## src/rtl/tsd_pkg.sv

```systemverilog
// Shared types for the thermal shutdown sequencer.
package tsd_pkg;
    // Per-channel protection state.
    typedef enum logic [1:0] {
        ST_RUN   = 2'd0,  // normal: drive follows command
        ST_JOFF  = 2'd1,  // junction trip, auto-restart pending
        ST_CHOLD = 2'd2   // latched by case over-temperature
    } tsd_state_t;
endpackage

```

## src/rtl/tsd_persist.sv

```systemverilog
// Persistence filter: the output takes the raw value only after the raw
// input has differed from the output on FILT_CYCLES consecutive edges.
// Assumes the raw flag is already synchronous to clk.
module tsd_persist #(
    parameter int FILT_CYCLES = 3
) (
    input  logic clk,
    input  logic rst_n,
    input  logic raw,
    output logic filt
);
    localparam int CW = $clog2(FILT_CYCLES + 1);

    logic [CW-1:0] run_cnt;

    // Count a disagreeing run; commit when it reaches the limit.
    always_ff @(posedge clk) begin
        if (!rst_n) begin
            run_cnt <= '0;
            filt    <= 1'b0;
        end else if (raw == filt) begin
            run_cnt <= '0;
        end else if (run_cnt == CW'(FILT_CYCLES - 1)) begin
            run_cnt <= '0;
            filt    <= raw;
        end else begin
            run_cnt <= run_cnt + 1'b1;
        end
    end

    // the filtered value only ever moves to the raw value just seen
    a_r3_flip_follows_raw: assert property (@(posedge clk) disable iff (!rst_n)
        (filt != $past(filt)) |-> (filt == $past(raw)));
endmodule

```

## src/rtl/tsd_chan.sv

```systemverilog
// One channel's protection state machine. Junction trips restart on their
// own; a case trip while tripped latches the channel until release.
// Assumes all flags are already filtered.
module tsd_chan
    import tsd_pkg::*;
(
    input  logic       clk,
    input  logic       rst_n,
    input  logic       hot,
    input  logic       cool,
    input  logic       case_hot_f,
    input  logic       release_ok,
    output tsd_state_t state
);
    tsd_state_t nxt;

    // Next-state selection.
    always_comb begin
        nxt = state;
        unique case (state)
            ST_RUN:   if (hot) nxt = ST_JOFF;
            ST_JOFF:  if (case_hot_f) nxt = ST_CHOLD;
                      else if (cool) nxt = ST_RUN;
            ST_CHOLD: if (release_ok) nxt = ST_RUN;
            default:  nxt = ST_RUN;
        endcase
    end

    // State register.
    always_ff @(posedge clk) begin
        if (!rst_n) state <= ST_RUN;
        else        state <= nxt;
    end

    // a latched channel stays latched until release is granted
    a_r4_hold_until_release: assert property (@(posedge clk) disable iff (!rst_n)
        (state == ST_CHOLD && !release_ok) |=> (state == ST_CHOLD));
    // leaving a junction trip without a case event needs the cool flag
    a_r2_restart_needs_cool: assert property (@(posedge clk) disable iff (!rst_n)
        (state == ST_JOFF && !cool && !case_hot_f) |=> (state == ST_JOFF));
endmodule

```

## src/rtl/tsd_ctrl.sv

```systemverilog
// Thermal shutdown sequencer top: filters the comparator flags, runs one
// protection machine per channel, gates the drives and keeps the fault
// vector, its host-side snapshot and the common active-low fault line.
// Assumes all inputs are synchronous to clk.
module tsd_ctrl
    import tsd_pkg::*;
#(
    parameter int NCH         = 8,
    parameter int FILT_CYCLES = 3
) (
    input  logic           clk,
    input  logic           rst_n,
    input  logic [NCH-1:0] cmd_on,
    input  logic [NCH-1:0] jct_hot,
    input  logic [NCH-1:0] jct_cool,
    input  logic           case_hot,
    input  logic           case_cool,
    input  logic           xfer_strobe,
    output logic [NCH-1:0] ch_drive,
    output logic [NCH-1:0] fault_snap,
    output logic           fault_n
);
    logic [NCH-1:0] hot_f, cool_f, faulted;
    logic           case_hot_f, case_cool_f, release_ok;
    tsd_state_t     st [NCH];

    // Package-level flag filters.
    tsd_persist #(.FILT_CYCLES(FILT_CYCLES)) u_case_hot (
        .clk(clk), .rst_n(rst_n), .raw(case_hot), .filt(case_hot_f));
    tsd_persist #(.FILT_CYCLES(FILT_CYCLES)) u_case_cool (
        .clk(clk), .rst_n(rst_n), .raw(case_cool), .filt(case_cool_f));

    // Release a case latch when the case and all faulted junctions are cool.
    assign release_ok = case_cool_f && ((faulted & ~cool_f) == '0);

    for (genvar i = 0; i < NCH; i++) begin : g_ch
        tsd_persist #(.FILT_CYCLES(FILT_CYCLES)) u_hot (
            .clk(clk), .rst_n(rst_n), .raw(jct_hot[i]), .filt(hot_f[i]));
        tsd_persist #(.FILT_CYCLES(FILT_CYCLES)) u_cool (
            .clk(clk), .rst_n(rst_n), .raw(jct_cool[i]), .filt(cool_f[i]));
        tsd_chan u_chan (
            .clk(clk), .rst_n(rst_n), .hot(hot_f[i]), .cool(cool_f[i]),
            .case_hot_f(case_hot_f), .release_ok(release_ok), .state(st[i]));

        // Gate the drive and flag the fault for this channel.
        assign faulted[i]  = (st[i] != ST_RUN);
        assign ch_drive[i] = cmd_on[i] && (st[i] == ST_RUN);

        // a filtered junction trip removes drive on the next edge
        a_r1_trip_off: assert property (@(posedge clk) disable iff (!rst_n)
            hot_f[i] |=> !ch_drive[i]);
    end

    // Common fault: a faulted channel that the host wants on.
    assign fault_n = ((faulted & cmd_on) == '0);

    // Host-side snapshot, refreshed only on a transfer strobe.
    always_ff @(posedge clk) begin
        if (!rst_n)           fault_snap <= '0;
        else if (xfer_strobe) fault_snap <= faulted;
    end

    // no strobe, no snapshot change
    a_r8_snap_holds: assert property (@(posedge clk) disable iff (!rst_n)
        !xfer_strobe |=> $stable(fault_snap));
    // an active fault line means some commanded channel is not driven
    a_r7_fault_means_gated: assert property (@(posedge clk) disable iff (!rst_n)
        !fault_n |-> (ch_drive != cmd_on));
    // with no channel faulted the drives follow the command
    a_r5_unfaulted_follow: assert property (@(posedge clk) disable iff (!rst_n)
        (faulted == '0) |-> (ch_drive == cmd_on));
endmodule

```

## config.mk

```make
export PLATFORM = sky130hd
export DESIGN_NAME = tsd_ctrl
export DESIGN_NICKNAME = d
export VERILOG_FILES = /design/src/rtl/tsd_pkg.sv /design/src/rtl/tsd_persist.sv /design/src/rtl/tsd_chan.sv /design/src/rtl/tsd_ctrl.sv
export SDC_FILE = /design/constraint.sdc
export NUM_CORES = 1
export LEC_CHECK = 0
export CAP_MARGIN = 20
export CORE_MARGIN = 5
export CORE_UTILIZATION = 67
export CTS_CLUSTER_DIAMETER = 80
export DETAILED_ROUTE_END_ITERATION = 7
export DONT_BUFFER_PORTS = 1
export PLACE_DENSITY = 0.81
export SYNTH_ARGS = -nofsm -noshare
export SYNTH_HDL_FRONTEND = slang
export SYNTH_SLANG_ARGS = --single-unit
export TNS_END_PERCENT = 50
```

## constraint.sdc

```tcl
create_clock -name clk -period 3.95 [get_ports clk]
set_clock_uncertainty 0.15 [all_clocks]
set_input_delay 0.395 -clock clk [delete_from_list [all_inputs] [get_ports clk]]
set_output_delay 0.395 -clock clk [all_outputs]
set_load 0.01 [all_outputs]
```

# After elaboration in Yosys (flattened, before gate mapping)

Cells that the tools add are included.

$add $sub $neg: 18
Equality and inequality tests: 76
Mux-type cells: 33
Bitwise operators: 22
Reduce and logical (&&, ||, !) cells: 71

Operators by type and width:

| kind                | count |
|---|---|
| $reduce_or 3->1     | 18 |
| $eq 2x2->1 const B  | 26 |
| $mux 2              | 25 |
| $pmux 2 s3          | 8 |
| $add 2x1->2 const B | 18 |
| $reduce_and 2->1    | 18 |
| $ne 3x3->1 const B  | 8 |
| $reduce_and 3->1    | 8 |
| $not 1->1           | 19 |
| $eq 1x1->1          | 18 |
| $ne 2x1->1 const B  | 9 |
| $and 8x8->8         | 2 |
| $eq 2x1->1 const B  | 8 |
| $logic_not 2->1     | 8 |
| $logic_not 8->1     | 2 |
| $reduce_bool 2->1   | 8 |
| $ne 2x2->1 const B  | 7 |
| $logic_and 1x1->1   | 9 |
| $not 8->8           | 1 |

Flip-flop bits (word level): 78
Output and inout bits: 17
Word-level logic and storage cells: 265

# Logic depth before layout (Yosys ltp)

Gate-level depths: netlist (run 1).

Depth after elaboration: 6
Mapped depth: 5
Depth with buffers taken out: 4

# Cells and area by module

Synthesis (run 1) repeated with hierarchy kept, for this count alone.

Cell total of the unflattened synthesis: 314
Area total of the unflattened synthesis: 3387.0 µm²

Modules (own cells, without submodules):

| module      | instances | cells each | area each (µm²) | sequential area each (µm²) |
|---|---|---|---|---|
| tsd_persist | 18        | 10         | 118.9           | 60.1 |
| tsd_chan    | 8         | 9          | 92.6            | 40.0 |
| tsd_ctrl    | 1         | 62         | 506.7           | 160.2 |

# Worst setup path after synthesis (run 1)

OpenSTA, ideal clock, no wires.

Path type: reg2out
From: register g_ch[5].u_chan.state[0]
To: output fault_n
Data arrival time: 761 ps
Data required time: 3405 ps
Slack: 2644 ps
Cell stages (with the launch flop): 4
Cells stage by stage: dfxtp_1 o21ai_0 nand4_1 nor2_1

Cells in the longest elaborated chain, start to end: 3

Ends and longest elaborated chain:

| item                   | RTL line       | text |
|---|---|---|
| from (decl)            | tsd_chan.sv:13 | `output tsd_state_t state` |
| from (signal assigned) | tsd_chan.sv:32 | `else state <= nxt;` |
| $reduce_bool 2->1      | tsd_ctrl.sv:46 | `assign faulted[i] = (st[i] != ST_RUN);` |
| $and 8x8->8            | tsd_ctrl.sv:55 | `assign fault_n = ((faulted & cmd_on) == '0);` |
| $logic_not 8->1        | tsd_ctrl.sv:55 |  |
| to (decl)              | tsd_ctrl.sv:21 | `output logic fault_n` |

No other way between the ends.

# Worst setup path in the final report (run 1)

From: register g_ch[2].u_chan.state[0]
To: output fault_n

Cells in the longest elaborated chain, start to end: 3

Ends and longest elaborated chain:

| item                   | RTL line |
|---|---|
| from (decl)            | tsd_chan.sv:13 |
| from (signal assigned) | tsd_chan.sv:32 |
| $reduce_bool 2->1      | tsd_ctrl.sv:46 |
| $and 8x8->8            | tsd_ctrl.sv:55 |
| $logic_not 8->1        | tsd_ctrl.sv:55 |

No other way between the ends.

==> results of run 1 <==
==> path summary, 6_finish.rpt <==
| path | start | slack [ns] | endpoint | cells after the start |
|---|---|---|---|---|
| max | g_ch[2].u_chan.state[0] | 2.08 | fault_n | 3 |
| min | rst_n | 0.03 | g_ch[3].u_cool.filt | 1 |
| max reg2reg | g_ch[0].u_chan.state[0] | 2.43 | g_ch[2].u_chan.state[1] | 4 |
| min reg2reg | g_ch[0].u_hot.run_cnt[0] | 0.26 | g_ch[0].u_hot.run_cnt[0] | 1 |
==> layout make-up <==
| cell class | instances | area share, % |
|---|---|---|
| clock inverters | 4 | 1.25 |
| flip-flops and latches | 78 | 43.4 |
| inverters | 18 | 1.88 |
| multi-input cells | 232 | 46.8 |
| well taps | 67 | 2.33 |
| clock buffers | 12 | 4.31 |
==> stage by stage <==
step,std cells,setup slack (ns),total power (W)
final,411,2.08,0.00155
after CTS,411,2.05,0.00156
after detailed placement,395,2.42,0.000971
after global routing,411,1.97,0.00162
after floorplan,338,2.64,0.000957
after global placement,395,2.40,0.000963
==> cells by family (layout without fill, tap and decap cells) <==
family,count (synthesis),in the layout,share of synthesized area [%]
XOR/XNOR,18,18,4.69
buffers and inverters,28,34,3.39
AND/OR/NAND/NOR,141,141,23.7
flip-flops,78,78,46.5
AO/OA/AOI/OAI,29,29,7.27
adder cells (fa/ha/maj),18,18,6.71
multiplexers,26,26,7.75
==> cell usage in the layout (no fill, tap or decap), drive strengths merged <==
master,Yosys,final
and2,8,8
bufinv,0,1
clkbuf,5,12
clkinv,0,3
dfxtp,78,78
ha,18,18
inv,18,18
mux2i,26,26
nand2,9,9
nand2b,12,12
nand3b,26,26
nand4,2,2
nand4b,2,2
nor2,53,53
nor2b,18,18
nor3,1,1
nor3b,8,8
o211a,8,8
o211ai,2,2
o21ai,9,9
o21bai,1,1
o221ai,7,7
o22ai,2,2
or2b,2,2
xor2,18,18
==> layer usage <==
layer	part of all wire (%)	GRT usage (%)	up-vias	wire (microns)
li1	-	-	1144	-
met1	42	22.5	1070	2560
met2	49	35.2	43	2960
met3	7.5	7.43	8	453
met4	1.7	9.12	0	102
met5	0	0	-	0
==> worst max-delay path: cells and delay by family (launching register included) <==
kind / cells / cell delay [ns]
and+or+nand+nor: 2 / 0.38
AOI/OAI and AO/OA: 1 / 0.25
DFF: 1 / 0.36
==> report_power, final <==
part	internal, W	switching, W
clock network	0.000324	0.000273
logic	0.0000536	0.0000523
registers	0.000821	0.0000245
total	0.00120	0.000350
==> sequential cells by signal, summed over array words and instances, names as in the netlist <==
| signal | count |
|---|---|
| fault_snap | 8 |
| g_ch.u_cool.filt | 8 |
| g_ch.u_cool.run_cnt | 16 |
| g_ch.u_hot.filt | 8 |
| u_case_hot.filt | 1 |
| u_case_cool.run_cnt | 2 |
| g_ch.u_chan.state | 16 |
| g_ch.u_hot.run_cnt | 16 |
| u_case_hot.run_cnt | 2 |
| u_case_cool.filt | 1 |
==> flow_summary_export.csv, run 1 <==
group,metric,value,unit
status,status,"completed",
critical_path,cp-start-kind,"flip-flop",
synthesis,synth_ff_type,"dfxtp_1",
placed_design,placement.cell_area,3400,sq um
global_routing,antenna_found_initial,0,
floorplan,ioPinCount,46,
critical_path,cp.arrival,1.33,ns
critical_path,worst-path-max-fanout,6,
drt,firstDrtPassIters,4,
critical_path,critPathKind,"reg2out",
sta,tns,0,ns
cts,cts-root-buf,"clkbuf_8",
hold_path,holdCritPathClass,"in2reg",
critical_path,cp-end-kind,"primary output",
drt,postRouteAntennaNets,0,
cts,clk_pin_slew_worst_paths,0.08,ns
synthesis,seq_area_frac_synth,46.5,%
cts,clock-sinks,78,
drt,drt_iter0_markers,73,
synthesis,synth_top_area_share,46.5,%
power,power_density,430,nW/um^2
synthesis,synth_edf_count,0,
critical_path,critPathMaxStageDelay,0.36,ns
synthesis,netlist_top_cells_count,"dfxtp_1 (78), nor2_1 (50), mux2i_1 (26), nand3b_1 (26)",
sta,hold_ws,0.0285,ns
sta,min_period_over_period,47.4,%
placed_design,dp_hpwl,4.42,mm
floorplan,core-area,4790,sq um
global_routing,grt_pass1_vias,2263,
sta,slew_headroom,63.7,%
drt,wirelength,6.07,mm
drt,route.detailed.drc,0,
cells_and_area,fin_area,3600,sq um
floorplan,std_cell_rows,25,
synthesis,synth_cell_types,30,
synthesis,syn_area,3360,sq um
cts,clock_latency,0.34,ns
sta,hold_viol_final,0,
sta,tightest_slew,0.544,ns
floorplan,die-area,6530,sq um
cells_and_area,register_area,1560,sq um
sta,fin_crit,1.87,ns
synthesis,synth_area_leaders,"dfxtp_1 (46%), mux2i_1 (7.7%), ha_1 (6.7%), nand3b_1 (5.8%), nor2_1 (5.6%)",
cts,cts_setup_buffers,0,
floorplan,fp.dieH,80.8,microns
critical_path,crit_slowest_cell,"dfxtp_1",
global_routing,grtUsageTotal,20.4,%
cells_and_area,multi_input_area,1680,sq um
cts,numCtsBuffers,9,
synthesis,ys_ff_latch,78,
cts,cts_resized,0,
synthesis,synth_top_cell_by_area,"dfxtp_1",
placed_design,gp_congestion,0.724,
synthesis,yosys_warnings,0,
critical_path,crit_chain,"o21ai_0, nand4_1, nor2_1",
global_routing,grt_pass1_wl,10.0,mm
cells_and_area,syn_to_final_growth,7.08,%
floorplan,start_util,70.2,%
cts,clockBufferDepth,2,
cells_and_area,num_antenna_cells,0,
synthesis,yosysMostFrequentCell,"dfxtp_1",
cells_and_area,n_fill_cell,378,
cells_and_area,final_util,75.1,%
flow_run,cap_viol_max_count,0,
sta,grt_setup_unrepaired,"no",
power,vdd_drop_max,301,uV
synthesis,syn_area_per_cell,9.94,sq um
drt,vias_per_cell,5.51,
synthesis,async_flop_share,0,%
sta,timing.fmax,534,MHz
critical_path,cp.required,3.40,ns
global_routing,grt-ovfl-total,0,
sta,drv_slew,0,
cells_and_area,drive_gt1_share,6.98,%
floorplan,die_width,80.8,microns
cts,cts-hold-fix-buffers,0,
drt,vias,2265,
sta,finalSetupViolCount,0,
cts,cts_tree,"built",
cells_and_area,final_nets,386,
synthesis,syn_inst,338,
drt,wl_per_cell,14.8,microns
power,p_leak,1.44,nW
global_routing,grt_max_degree,64,
synthesis,syn-num-nets,385,
placed_design,port_buffers,0,
cts,htreeDepth,3,
Power figures use the tool's default switching activity.
==> inputs of run 2 (changes only) <==
Settings changed: CORE_UTILIZATION 67 to 56, PLACE_DENSITY 0.81 to 0.72.
Clock period 3.95 ns to 1.7 ns, I/O delays scaled along.
==> run 2 against run 1 <==
- global-route usage shrank 2.8 points
- cell count grew 8.3%
- sequential power grew 130%
- via count grew 2.2%
- combinational power grew to 3.1 times the previous value
- power grew 140%
- die area grew 17%
- critical path type unchanged
- largest cell class unchanged
==> flow_summary_export.csv, run 2 (synthesized netlist as in run 1, its figures left out) <==
group,metric,value,unit
status,status,"completed",
cells_and_area,final_util,65.7,%
sta,min_period_over_period,94.9,%
sta,tns,0,ns
placed_design,port_buffers,0,
cts,cts_setup_buffers,0,
cts,clock_latency,0.35,ns
global_routing,grt_pass1_wl,10.3,mm
sta,tightest_slew,0.626,ns
placed_design,gp_congestion,0.806,
cells_and_area,num_antenna_cells,0,
global_routing,antenna_found_initial,0,
critical_path,crit_chain,"o21ai_0, nand4_1, nor2_2",
floorplan,die-area,7650,sq um
cts,clockBufferDepth,2,
placed_design,dp_hpwl,4.51,mm
critical_path,cp.required,1.38,ns
cts,clock-sinks,78,
sta,timing.fmax,620,MHz
critical_path,crit_family,"flip-flops",
critical_path,r2r_slack,0.10,ns
floorplan,fp.dieH,87.4,microns
critical_path,critPathMaxStageDelay,0.35,ns
cts,htreeDepth,3,
hold_path,holdCritPathClass,"in2reg",
drt,route.detailed.drc,0,
critical_path,crit_slowest_cell,"dfxtp_1",
cells_and_area,final_cell_mix,"dfxtp_1 (78), nor2_1 (49), nand3b_1 (26), mux2i_1 (26), dlygate4sd3_1 (20)",
cells_and_area,final_common_cell,"dfxtp_1",
cts,numCtsBuffers,9,
cells_and_area,multi_input_area,1690,sq um
global_routing,grt_max_degree,63,
sta,finalSetupViolCount,0,
critical_path,cp-start-kind,"flip-flop",
floorplan,core-area,5890,sq um
power,power.total,0.00366,W
drt,wirelength,6.29,mm
cts,cts_tree,"built",
cells_and_area,n_fill_cell,518,
drt,wl_per_cell,14.1,microns
sta,slew_headroom,58.1,%
drt,vias_per_cell,5.20,
cells_and_area,syn_to_final_growth,15.1,%
cells_and_area,largest_registers,"g_ch.u_chan.state (16), g_ch.u_cool.run_cnt (16), g_ch.u_hot.run_cnt (16)",
cts,cts-root-buf,"clkbuf_8",
global_routing,grt_pass1_vias,2206,
cts,clk_pin_slew_worst_paths,0.08,ns
drt,vias,2314,
drt,firstDrtPassIters,4,
floorplan,ioPinCount,46,
critical_path,cp-end-kind,"primary output",
global_routing,grtUsageTotal,17.6,%
sta,drv_slew,0,
critical_path,worst-path-max-fanout,5,
sta,grt_setup_unrepaired,"no",
critical_path,cp.arrival,1.29,ns
cells_and_area,drive_gt1_share,8.38,%
floorplan,std_cell_rows,28,
drt,postRouteAntennaNets,0,
power,p_leak,1.55,nW
global_routing,grt-ovfl-total,0,
cells_and_area,register_area,1560,sq um
critical_path,critPathKind,"reg2out",
sta,fin_crit,1.61,ns
floorplan,start_util,57.1,%
floorplan,die_width,87.4,microns
power,vdd_drop_max,565,uV
cells_and_area,final_nets,412,
drt,drt_iter0_markers,105,
critical_path,crit_buf_inv,0,
sta,hold_viol_final,0,
flow_run,cap_viol_max_count,0,
power,power_density,948,nW/um^2
==> run 2: what timing repair did <==
item                                   4_1_cts  5_1_grt
hold buffers                                21        0
resized for setup                            0        1
setup endpoints to repair                    0        1
endpoints found under the hold margin       78        0
==> run 2: layout make-up <==
| cell class | instances | share of cell area [%] |
|---|---|---|
| multi-input cells | 232 | 43.6 |
| repair buffers | 26 | 6.67 |
| clock buffers | 11 | 3.66 |
| clock inverters | 5 | 1.52 |
| inverters | 18 | 1.75 |
| well taps | 75 | 2.43 |
| flip-flops and latches | 78 | 40.4 |
==> run 2: final timing paths <==
check | depth (start not counted) | to | startpoint
worst max register to register | 5 | g_ch[6].u_hot.filt | g_ch[6].u_hot.run_cnt[0]
worst min register to register | 1 | g_ch[1].u_hot.run_cnt[0] | g_ch[1].u_hot.run_cnt[0]
worst min-delay path | 2 | fault_snap[1] | rst_n
worst max-delay path | 3 | fault_n | g_ch[7].u_chan.state[0]
==> run 2: stage by stage <==
| stage | setup WS [ns] | instances | cell area, sq um | hold WS, ns |
|---|---|---|---|---|
| 2_1_floorplan | 0.435 | 338 | 3360 | 0.189 |
| 3_3_place_gp | 0.266 | 408 | 3440 | 0.155 |
| 3_5_place_dp | 0.257 | 408 | 3440 | 0.161 |
| 4_1_cts | 0.0150 | 445 | 3860 | 0.0216 |
| 5_1_grt | 0.0174 | 445 | 3870 | 0.0395 |
| 6_report | 0.0865 | 445 | 3870 | 0.0288 |
==> run 2: where the power goes <==
part / switching (W) / internal (W) / leakage [nW]
Clock: 0.000660 / 0.000718 / 0.0955
Combinational: 0.000164 / 0.000162 / 0.822
Sequential: 0.0000538 / 0.00191 / 0.636
Total: 0.000878 / 0.00279 / 1.55
==> run 2: routing by layer <==
layer	GRT usage [%]	up-vias	share of wire, %	wire [microns]
met4	6.28	0	1.3	83
met2	29.2	35	48	3050
met5	0	-	0	0
li1	-	1200	-	-
met1	20.8	1069	44	2750
met3	6.43	10	6.5	411
==> inputs of run 3 (changes only) <==
Settings changed: CELL_PAD_IN_SITES_DETAIL_PLACEMENT from default to 1, CELL_PAD_IN_SITES_GLOBAL_PLACEMENT from default to 1, CORE_UTILIZATION 56 to 44, CTS_CLUSTER_DIAMETER 80 to 60, PLACE_DENSITY 0.72 to 0.73, SKIP_LAST_GASP from default to 1.
==> run 3 against run 2 <==
- global-route usage down 2.2 points
- first-iteration DRC count down 46%
- register-to-register slack about the same
- sequential share of layout area down 0.065 points
- core utilization down 13 points
- combinational power up 2%
- worst hold slack better by 0.0096 ns
- power down 3.8%
- critical path depth unchanged
- critical path type unchanged
- largest cell class unchanged
- non-clock buffer count down 1
- largest power group unchanged
- die area up 24%
- design area up 0.16%
==> flow_summary_export.csv, run 3 (synthesized netlist as in run 1, its figures left out) <==
group,metric,value,unit
status,status,"completed",
cts,clock_latency,0.35,ns
global_routing,grt_use_met3,4.81,%
cts,cts_setup_buffers,0,
cells_and_area,syn_to_final_growth,15.3,%
drt,vias,2375,
cells_and_area,num_antenna_cells,0,
global_routing,grtUsageMet2,25.7,%
global_routing,grtUsageMet1,17.9,%
floorplan,start_util,45.8,%
drt,route.detailed.drc,0,
power,seqPwrFrac,55.6,%
hold_path,min_path_cells,2,
cells_and_area,n_fill_cell,838,
floorplan,die_width,97.4,microns
sta,tns,0,ns
critical_path,critPathKind,"reg2out",
critical_path,r2r_cells,5,
critical_path,cp-end-kind,"primary output",
power,internal_power,0.00264,W
floorplan,std_cell_rows,31,
drt,wl_per_cell,15.1,microns
cells_and_area,final_nets,411,
global_routing,grt_busiest_layer,"met2",
critical_path,cp.required,1.38,ns
floorplan,fp.dieH,97.4,microns
power,power.total,0.00353,W
power,power_density,910,nW/um^2
sta,hold_viol_final,0,
critical_path,cp.arrival,1.33,ns
cts,htreeDepth,3,
power,clkPwrFrac,34.9,%
global_routing,grt_max_degree,63,
hold_path,hold-path-endpoint,"fault_snap[3]",
hold_path,hold_start,"rst_n",
global_routing,grt_pass1_wl,11.9,mm
floorplan,core-area,7330,sq um
critical_path,rr_startpoint,"u_case_cool.run_cnt[0]",
drt,wirelength,7.06,mm
global_routing,antenna_found_initial,0,
power,vdd_drop_max,506,uV
cts,numCtsBuffers,9,
drt,vias_per_cell,5.07,
drt,drt_iter0_markers,57,
cells_and_area,final_common_cell,"dfxtp_1",
cells_and_area,largest_registers,"g_ch.u_chan.state (16), g_ch.u_cool.run_cnt (16), g_ch.u_hot.run_cnt (16)",
sta,slew_headroom,58.0,%
placed_design,port_buffers,0,
floorplan,die-area,9480,sq um
placed_design,dp.cells,431,
power,power.net_switching,0.000889,W
placed_design,dp_hpwl,5.03,mm
cts,cts_tree,"built",
drt,firstDrtPassIters,4,
cells_and_area,drive_gt1_share,8.13,%
critical_path,r2r_slack,0.09,ns
cells_and_area,register_area,1560,sq um
sta,hold_ws,0.0384,ns
floorplan,ioPinCount,46,
sta,timing.fmax,608,MHz
sta,fin_crit,1.65,ns
sta,tightest_slew,0.628,ns
cells_and_area,final_cell_mix,"dfxtp_1 (78), nor2_1 (49), nand3b_1 (26), mux2i_1 (26), dlygate4sd3_1 (20)",
critical_path,worst-path-max-fanout,5,
hold_path,holdCritPathClass,"in2reg",
global_routing,grtUsageTotal,15.4,%
power,switching_share,25.2,%
placed_design,gp_congestion,0.818,
power,p_leak,1.53,nW
sta,grt_setup_unrepaired,"yes",
cts,cts-root-buf,"clkbuf_8",
sta,finalSetupViolCount,0,
sta,drv_slew,0,
cts,clockBufferDepth,2,
cts,clk_pin_slew_worst_paths,0.08,ns
critical_path,r2r_end,"u_case_cool.filt",
global_routing,grt_pass1_vias,2486,
drt,postRouteAntennaNets,0,
flow_run,cap_viol_max_count,0,
critical_path,cp-start-kind,"flip-flop",
cts,clock-sinks,78,
sta,min_period_over_period,96.8,%
cells_and_area,multi_input_area,1690,sq um
cells_and_area,final_cells,468,
power,pwr-share-comb,9.5,%
global_routing,grt-ovfl-total,0,
run 3: changes by cell type in the layout (fill, tap and decap cells not counted):
cell,before,now
buf_12,1,0
o21ai_1,0,1
buf_16,0,1
bufinv_16,1,0
buf_4,5,4
clkinvlp_4,2,4
clkinv_4,1,0
o21ai_0,8,7
run 3: worst max-delay path by stage:
stage | start | endpoint | slack [ns] | cells past startpoint
finish | g_ch[6].u_chan.state[0] | fault_n | 0.05 | 3
CTS | g_ch[6].u_chan.state[0] | fault_n | 0.04 | 3
global route | u_case_cool.run_cnt[0] | u_case_cool.filt | -0.01 | 5
global placement | g_ch[1].u_chan.state[0] | g_ch[1].u_chan.state[1] | 0.27 | 4
detailed placement | g_ch[5].u_chan.state[0] | g_ch[3].u_chan.state[1] | 0.24 | 4
floorplan | g_ch[5].u_chan.state[0] | g_ch[0].u_chan.state[1] | 0.44 | 4
run 3: cell type report:
type / instances / area share [%]
clock buffers: 11 / 3.65
clock inverters: 5 / 0.905
inverters: 18 / 1.74
multi-input cells: 232 / 43.5
flip-flops and latches: 78 / 40.3
well taps: 99 / 3.20
repair buffers: 25 / 6.66
run 3: timing repair:
item | in CTS | in global routing
gates resized for setup | 1 | 1
setup endpoints to repair | 1 | 2
hold endpoints to repair | 78 | 0
hold buffers | 21 | 0
run 3: metrics by stage:
step           utilization, %  area (sq um)  setup slack (ns)
4_1_cts                  52.8          3870            0.0384
5_1_grt                  52.8          3870           -0.0104
3_3_place_gp             47.3          3470             0.273
3_5_place_dp             47.3          3470             0.240
2_1_floorplan               -          3360             0.435
6_report                 52.8          3870            0.0544
run 3: power groups by stage:
stage	sequential (W)	combinational (W)	clock (W)
floorplan	0.00199	0.000234	0
global placement	0.00200	0.000246	0
detailed placement	0.00201	0.000258	0
CTS	0.00196	0.000340	0.00127
global route	0.00197	0.000380	0.00136
finish	0.00196	0.000334	0.00123
run 3: routing by layer:
| layer | wire (microns) | vias to the layer above | share of wire [%] |
|---|---|---|---|
| met1 | 3090 | 1130 | 44 |
| met5 | 0 | - | 0 |
| met2 | 3430 | 44 | 49 |
| met4 | 131 | 0 | 1.9 |
| met3 | 409 | 10 | 5.8 |
| li1 | - | 1191 | - |
run 3: worst max-delay path: stages (launching register included):
cell and delay [ns]:
dfxtp_1 0.36, o21ai_0 0.25, nand4_1 0.14, nor2_2 0.23
